$ cat config.mk
export PLATFORM = sky130hd
export DESIGN_NAME = cascade_irq_ctrl
export DESIGN_NICKNAME = d
export VERILOG_FILES = /design/src/rtl/cascade_irq_pkg.sv /design/src/rtl/cascade_irq_decode.sv /design/src/rtl/cascade_irq_datapath.sv /design/src/rtl/cascade_irq_ctrl.sv
export SDC_FILE = /design/constraint.sdc
export NUM_CORES = 1
export LEC_CHECK = 0
export ABC_CLOCK_PERIOD_IN_PS = 1120
export BUFFER_PORTS_ARGS = -buffer_cell sky130_fd_sc_hd__buf_2
export CORE_AREA = 5 5 75 77
export DETAILED_ROUTE_END_ITERATION = 8
export DIE_AREA = 0 0 80 82
export GPL_TIMING_DRIVEN = 0
export PLACE_DENSITY_LB_ADDON = 0.3
export RECOVER_POWER = 25
export SLEW_MARGIN = 10
export SYNTH_ARGS = -nofsm -noshare
export SYNTH_HDL_FRONTEND = slang
export SYNTH_HIERARCHICAL = 1
export SYNTH_SLANG_ARGS = --single-unit
$ cat constraint.sdc
create_clock -name clk -period 1.12 [get_ports clk]
set_input_delay 0.224 -clock clk [delete_from_list [all_inputs] [get_ports clk]]
set_output_delay 0.224 -clock clk [all_outputs]
set_load 0.01 [all_outputs]
$ cat src/rtl/cascade_irq_pkg.sv
package cascade_irq_pkg;

  // Strobes from the bus decoder to the datapath.
  typedef struct packed {
    logic enableWr;   // store write data into the enable word
    logic statusSel;  // read mux picks the status word
  } ctrlStrobe_t;

endpackage

$ cat src/rtl/cascade_irq_decode.sv
module cascade_irq_decode
  import cascade_irq_pkg::*;
(
  input  logic        busAddr,
  input  logic        busWr,
  output ctrlStrobe_t strobe
);

  // Word 0 is the enable word. Word 1 is the read-only status word.
  always_comb begin
    strobe.statusSel = busAddr;
    strobe.enableWr  = busWr && !busAddr;
  end

endmodule

$ cat src/rtl/cascade_irq_datapath.sv
module cascade_irq_datapath
  import cascade_irq_pkg::*;
#(
  parameter int SRC_W   = 32,
  parameter int NUM_GRP = 2,
  parameter logic [SRC_W-1:0] CONN_MASK = 32'h0000_0FFF,
  parameter logic [SRC_W-1:0] FWD_MASK  = 32'h0000_0007,
  parameter logic [NUM_GRP-1:0][SRC_W-1:0] GRP_MASK = {32'h0000_0140, 32'h0000_0EB8}
) (
  input  logic               clk,
  input  logic               rstN,
  input  ctrlStrobe_t        strobe,
  input  logic [SRC_W-1:0]   wrData,
  input  logic [SRC_W-1:0]   srcIrq,
  output logic [SRC_W-1:0]   rdData,
  output logic [SRC_W-1:0]   enableWord,
  output logic [NUM_GRP-1:0] grpIrq,
  output logic [SRC_W-1:0]   fwdIrq
);

  // Positions that are wired and take the aggregated path.
  localparam logic [SRC_W-1:0] LIVE_MASK = CONN_MASK & ~FWD_MASK;

  logic [SRC_W-1:0] statusWord;
  logic [SRC_W-1:0] activeBits;

  always_ff @(posedge clk or negedge rstN) begin
    if (!rstN) enableWord <= '0;
    else if (strobe.enableWr) enableWord <= wrData;
  end

  assign statusWord = srcIrq & LIVE_MASK;
  assign activeBits = statusWord & enableWord;
  assign rdData     = strobe.statusSel ? statusWord : enableWord;

  // One registered OR-reduction per parent group.
  for (genvar g = 0; g < NUM_GRP; g++) begin : gen_grp
    always_ff @(posedge clk or negedge rstN) begin
      if (!rstN) grpIrq[g] <= 1'b0;
      else       grpIrq[g] <= |(activeBits & GRP_MASK[g]);
    end
  end

  // A bypass gate per position. The gate is present only where the forward bit is set.
  for (genvar i = 0; i < SRC_W; i++) begin : gen_fwd
    if (FWD_MASK[i]) begin : gen_pass
      assign fwdIrq[i] = srcIrq[i];
    end else begin : gen_tie
      assign fwdIrq[i] = 1'b0;
    end
  end

endmodule

$ cat src/rtl/cascade_irq_ctrl.sv
module cascade_irq_ctrl
  import cascade_irq_pkg::*;
#(
  parameter int SRC_W   = 32,
  parameter int NUM_GRP = 2,
  parameter logic [SRC_W-1:0] CONN_MASK = 32'h0000_0FFF,
  parameter logic [SRC_W-1:0] FWD_MASK  = 32'h0000_0007,
  parameter logic [NUM_GRP-1:0][SRC_W-1:0] GRP_MASK = {32'h0000_0140, 32'h0000_0EB8}
) (
  input  logic               clk,
  input  logic               rstN,
  input  logic               busAddr,
  input  logic               busWr,
  input  logic [SRC_W-1:0]   busWrData,
  output logic [SRC_W-1:0]   busRdData,
  input  logic [SRC_W-1:0]   srcIrq,
  output logic [NUM_GRP-1:0] grpIrq,
  output logic [SRC_W-1:0]   fwdIrq
);

  ctrlStrobe_t      strobe;
  logic [SRC_W-1:0] enableWord;

  cascade_irq_decode u_decode (
    .busAddr (busAddr),
    .busWr   (busWr),
    .strobe  (strobe)
  );

  cascade_irq_datapath #(
    .SRC_W     (SRC_W),
    .NUM_GRP   (NUM_GRP),
    .CONN_MASK (CONN_MASK),
    .FWD_MASK  (FWD_MASK),
    .GRP_MASK  (GRP_MASK)
  ) u_datapath (
    .clk        (clk),
    .rstN       (rstN),
    .strobe     (strobe),
    .wrData     (busWrData),
    .srcIrq     (srcIrq),
    .rdData     (busRdData),
    .enableWord (enableWord),
    .grpIrq     (grpIrq),
    .fwdIrq     (fwdIrq)
  );

endmodule

==> results.toml, run 1 <==
[outcome]
status = "finished with violations"
violations = "negative setup slack"

[die]
design.core.area_um2 = 4945
rows = 26
die_width_um = 80
start_util_pct = 39.68
die_h_um = 82
die-area_um2 = 6560
ios = 134

[clocking]
insertion_delay_ps = 280
clock_path_buffers = 2
cts_tree = "yes"
path_clk_slew_ps = 70
cts-buffers-inserted = 5
clock_sinks = 34
clockRootBuffer = "clkbuf_8"
cts_max_level = 2

[worst_setup_path]
timing_worst_setup_path_type = "register to output pin"
required_ps = 900
slowest_stage = "dfrtp_1"
critPathMaxStageDelay_ps = 400
crit_chain = "mux2_4, buf_6"
start_kind = "register"
worst-path-max-fanout = 2
end_kind = "output pin"
cp.arrival_ps = 1090

[placed_design]
gp_congestion = 0.6824
place_ws_ps = -275.2
dp.final_hpwl_um = 3137
io_buffers = 81
dp.cells = 324

[timing]
finalCritPeriodShare_pct = 116.9
rsz0062_at_grt = "true"
fmax_mhz = 763.6
drv_slew = 0
worst_slack_ps = -189.5
slew_headroom_pct = 44.45
hold_violations = 0
setup_viol = 31
max_slew.worst_pin.slew_ps = 833.2
period_minus_slack_ps = 1310
skew_ps = 0.7659
fin_hold_ws_ps = 33.17
finalSetupTns_ps = -1888

[synthesis]
netlist_instances = 145
ys_seq_area_share_pct = 43.37
synth_top_area_cell = "dfrtp_1"
synth_fa_ha_area_share_pct = 0
synth_compound_area_share_pct = 1.722
synth-simple-area-share_pct = 8.291
ys_seq_elements = 34
synth_top_family_by_area = "multiplexers"
synth_xor_area_share_pct = 0
synth_area_leaders = "dfrtp_1, mux2_4, buf_4"
synth_area_per_cell_um2 = 13.53
synth_area_um2 = 1962
synth_top_area_share_pct = 43.37
yosysWarnings = 6
synthDistinctLibCells = 14
synthMuxAreaShare_pct = 29.27

[route]
avgViaCountPerCell = 4.034
final_antenna_net_count = 0
wirelength_um = 4565
vias = 1440
drc_errors = 0
dr.first_iter.drc_count = 25
wl_per_cell_um = 12.79
firstDrtPassIters = 4

[cells_and_area]
fin_cells = 357
drive_above_1_share_pct = 70.03
antenna_cells = 0
fin_util_pct = 61.13
n_fill_cell = 430
nNetsFinal = 354
area_growth_pct = 54.08
final_common_cell = "buf_2"
layout_common_cells = "buf_2, buf_4, mux2_4"

[global_route]
grt_max_degree = 35
grt_pass1_wl_um = 6831
grt_overflow = 0
antenna_found_initial = 0
track_usage_pct = 13.54
first_global_vias = 1455

[min_path]
hp-class = "input pin to async pin"

[power_and_ir_drop]
p_leak_uw = 0.001650
p_per_area_nw_per_um2 = 1239
vdd_drop_max_mv = 0.6481

[job]
drv_cap = 0
## registers in the layout, indices dropped and copies added (netlist names)
name                   count
u_datapath/enableWord     32
u_datapath/grpIrq          2
## final cells by class
class	count	area [um2]	share of cell area, %
tap	70	87.58	2.897
buffer	39	341.6	11.30
sequential	34	850.8	28.15
timing repair buffer	107	700.7	23.18
multi-input combinational	99	950.9	31.46
clock buffer	7	86.33	2.856
clock inverter	1	5.005	0.1656
## per-stage QoR
| step | instance area, um2 | total power [uW] |
|---|---|---|
| finish | 3023 | 3744 |
| global route | 3023 | 3946 |
| CTS | 2838 | 3605 |
| detailed placement | 2560 | 2477 |
| global placement | 2560 | 2464 |
| floorplan | 2067 | 2170 |
## critical path: cells and delay by family, from the launching register on
family                 cells  cell delay, ps
multiplexers               1             290
buffers and inverters      1             120
flip-flops                 1             400
## worst paths after layout
check,start,end,slack [ps],cells past startpoint
worst max-delay path,u_datapath/enableWord[5]$_DFFE_PN0P_,busRdData[5],-190,2
worst min-delay path,rstN,u_datapath/enableWord[6]$_DFFE_PN0P_,30,1
worst max register to register,u_datapath/enableWord[10]$_DFFE_PN0P_,u_datapath/grpIrq[0]$_DFF_PN0_,0,3
worst min register to register,u_datapath/enableWord[17]$_DFFE_PN0P_,u_datapath/enableWord[17]$_DFFE_PN0P_,500,1
max in group asynchronous,rstN,u_datapath/enableWord[17]$_DFFE_PN0P_,560,1
min in group clk,busWrData[24],u_datapath/enableWord[24]$_DFFE_PN0P_,170,2
## power breakdown
group / switching, uW / total (uW) / internal, uW
sequential: 93.6 / 1500 / 1410
clock: 430 / 926 / 496
combinational: 454 / 1320 / 862
total: 977 / 3740 / 2770
## per-layer routing
layer  wire length [um]  vias to the layer above  global-route usage, %  part of all wire (%)
met4                 38                        0                  4.054                  0.83
met5                  0                        -                      0                     0
met2               2032                       79                  22.27                    45
met3                511                        4                  5.154                    11
met1               1983                      651                  16.50                    43
li1                   -                      706                      -                     -
## cells in the mapped netlist
master    instances
nor2b_1          23
a22oi_1           2
conb_1            1
buf_6             1
buf_12            3
dfrtp_1          34
nand3_1           1
buf_2             2
mux2_2           11
mux2_4           30
a22o_1            1
a222oi_1          1
nor2b_4           1
buf_4            34
## cell families after synthesis
logic type / Yosys count
AO/OA/AOI/OAI: 4
AND/OR/NAND/NOR: 25
buffers and inverters: 40
multiplexers: 41
flip-flops: 34
other: 1
## timing repair
| item | CTS | global route |
|---|---|---|
| resized for setup | 19 | 20 |
| endpoints found under the setup margin | 32 | 33 |
| pin swaps | 0 | 2 |
| setup buffers | 13 | 14 |
| gates cloned | 0 | 0 |
| hold endpoints to repair | 0 | 0 |
| hold buffers | 0 | 0 |
Note: power is estimated with default switching activity, not from simulation.
==> run 2, diff against run 1 <==
--- a/config.mk
+++ b/config.mk
@@ -7,9 +7,10 @@
 export LEC_CHECK = 0
 export ABC_CLOCK_PERIOD_IN_PS = 1120
 export BUFFER_PORTS_ARGS = -buffer_cell sky130_fd_sc_hd__buf_2
-export CORE_AREA = 5 5 75 77
+export CORE_AREA = 5 5 74 76
+export CTS_BUF_LIST = sky130_fd_sc_hd__clkbuf_8
 export DETAILED_ROUTE_END_ITERATION = 8
-export DIE_AREA = 0 0 80 82
+export DIE_AREA = 0 0 79 81
 export GPL_TIMING_DRIVEN = 0
 export PLACE_DENSITY_LB_ADDON = 0.3
 export RECOVER_POWER = 25
==> run 2 against run 1 <==
  * The flow still finishes with violations (negative setup slack)
  * Register-to-register slack improved by 30 ps
  * Clock skew increased by 5.5 ps
  * Hold slack improved by 20 ps
  * Maximum frequency decreased by 0.39%
  * Critical endpoint is now busRdData[7]
  * Largest power group unchanged
  * Highest routed layer unchanged
==> results.toml, run 2 (synthesis results as in run 1) <==
[timing]
worst_slack_ps = -194.7
rsz0062_at_grt = "true"
setup_viol = 29
skew_ps = 6.292
drv_slew = 0
period_minus_slack_ps = 1315
max_slew.worst_pin.slew_ps = 867.5
fin_hold_ws_ps = 52.87
fmax_mhz = 760.6
finalCritPeriodShare_pct = 117.4
hold_violations = 0
slew_headroom_pct = 42.17

[power_and_ir_drop]
vdd_drop_max_mv = 0.8128
pwr-share-seq_pct = 39.4
p_leak_uw = 0.001701
pwr-share-clk_pct = 23.6
pwr-share-comb_pct = 37.0
p_int_uw = 2821
net-switching-power_uw = 1008
switching_share_pct = 26.33
p_per_area_nw_per_um2 = 1242

[worst_setup_path]
critPathMaxStageDelay_ps = 410
rr_worst_depth = 3
end_kind = "output pin"
timing_worst_setup_path_type = "register to output pin"
cp.arrival_ps = 1090
crit_chain = "mux2_2, buf_6"
required_ps = 900
slowest_stage = "dfrtp_1"
start_kind = "register"
worst-path-max-fanout = 3

[clocking]
cts_max_level = 2
path_clk_slew_ps = 70
cts-buffers-inserted = 5
clock_path_buffers = 2
insertion_delay_ps = 280
clock_sinks = 34
cts_tree = "yes"
clockRootBuffer = "clkbuf_8"

[die]
ios = 134
design.core.area_um2 = 4661
die-area_um2 = 6399
die_width_um = 79
rows = 25
start_util_pct = 42.09
die_h_um = 81

[outcome]
violations = "negative setup slack"
status = "finished with violations"

[cells_and_area]
multi_input_area_um2 = 962.2
final_common_cell = "buf_4"
top_regs = "u_datapath/enableWord: 32 flops, u_datapath/grpIrq: 2 flops"
nNetsFinal = 362
regMostFlops = "u_datapath/enableWord"
antenna_cells = 0
seqCellArea_um2 = 850.8
area_growth_pct = 57.21
largest_reg_flops = 32
layout_common_cells = "buf_4, buf_2, mux2_4"
drive_above_1_share_pct = 71.53
fin_cells = 349
n_fill_cell = 358

[placed_design]
gp_congestion = 0.6919
dp.final_hpwl_um = 3287
io_buffers = 81
dp.cells = 308

[global_route]
grt_overflow = 0
antenna_found_initial = 0
grt_pass1_wl_um = 7238
track_usage_pct = 14.47
first_global_vias = 1547
grt_max_degree = 35

[job]
drv_cap = 0

[route]
dr.first_iter.drc_count = 35
vias = 1515
avgViaCountPerCell = 4.341
firstDrtPassIters = 4
wirelength_um = 5058
drc_errors = 0
final_antenna_net_count = 0
wl_per_cell_um = 14.49

[min_path]
hp-class = "input pin to async pin"
-- run 2: changes by cell type in the layout (fill, tap and decap cells not counted), moves of 2 or more --
cell	before	now
clkbuf_4	3	1
buf_4	57	66
buf_6	17	19
nor2b_1	17	15
nor2b_4	7	9
-- run 2: path summary, 6_finish.rpt --
path | end | slack [ps] | start
max in group asynchronous | u_datapath/enableWord[19]$_DFFE_PN0P_ | 520 | rstN
min in group clk | u_datapath/enableWord[18]$_DFFE_PN0P_ | 170 | busWrData[18]
min | u_datapath/enableWord[10]$_DFFE_PN0P_ | 50 | rstN
max | busRdData[7] | -190 | u_datapath/enableWord[7]$_DFFE_PN0P_
min reg2reg | u_datapath/enableWord[25]$_DFFE_PN0P_ | 500 | u_datapath/enableWord[25]$_DFFE_PN0P_
max reg2reg | u_datapath/grpIrq[0]$_DFF_PN0_ | 30 | u_datapath/enableWord[10]$_DFFE_PN0P_
-- run 2: critical path, delay by kind of cell (launching register included) --
family,cells,cell delay (ps)
mux,1,280
buf+inv,1,120
flops,1,410
-- run 2: repair_timing --
item                                    CTS  global route
endpoints found under the setup margin   32            33
hold buffers                              0             0
buffers inserted                         19            15
pin swaps                                 0             2
resized for setup                        17            25
hold endpoints to repair                  0             0
gates cloned                              0             0
-- run 2: cell type report --
cell class / instances / area share (%)
clock inverter: 2 / 0.2840
clock buffer: 6 / 2.677
tap: 54 / 2.191
multi-input combinational: 99 / 31.20
timing repair buffer: 115 / 25.07
sequential: 34 / 27.59
buffer: 39 / 10.99
-- run 2: per-layer routing --
layer  vias to the layer above  routed length (um)  GRT usage [%]
li1                        719                   -              -
met3                         7                 374          3.548
met1                       710                1968          18.10
met5                         -                   0              0
met2                        79                2663          24.75
met4                         0                  52          4.467
-- run 2: power groups by stage --
stage	combinational, uW	sequential [uW]	clock (uW)
final	1420	1510	904
after global routing	1520	1530	988
after detailed placement	955	1530	0
after global placement	938	1530	0
after floorplan	666	1500	0
after CTS	1190	1500	942
-- run 2: through the flow --
stage	worst slack, ps	setup TNS, ps	total power [uW]	utilization [%]	instance area [um2]
5_1_grt	-233.5	-3206	4033	66.17	3084
4_1_cts	-210.7	-2311	3635	61.18	2851
3_5_place_dp	-268.6	-4711	2489	54.50	2540
6_report	-194.7	-1996	3830	66.17	3084
3_3_place_gp	-264.5	-4401	2465	54.50	2540
2_1_floorplan	55.73	0	2170	-	2067
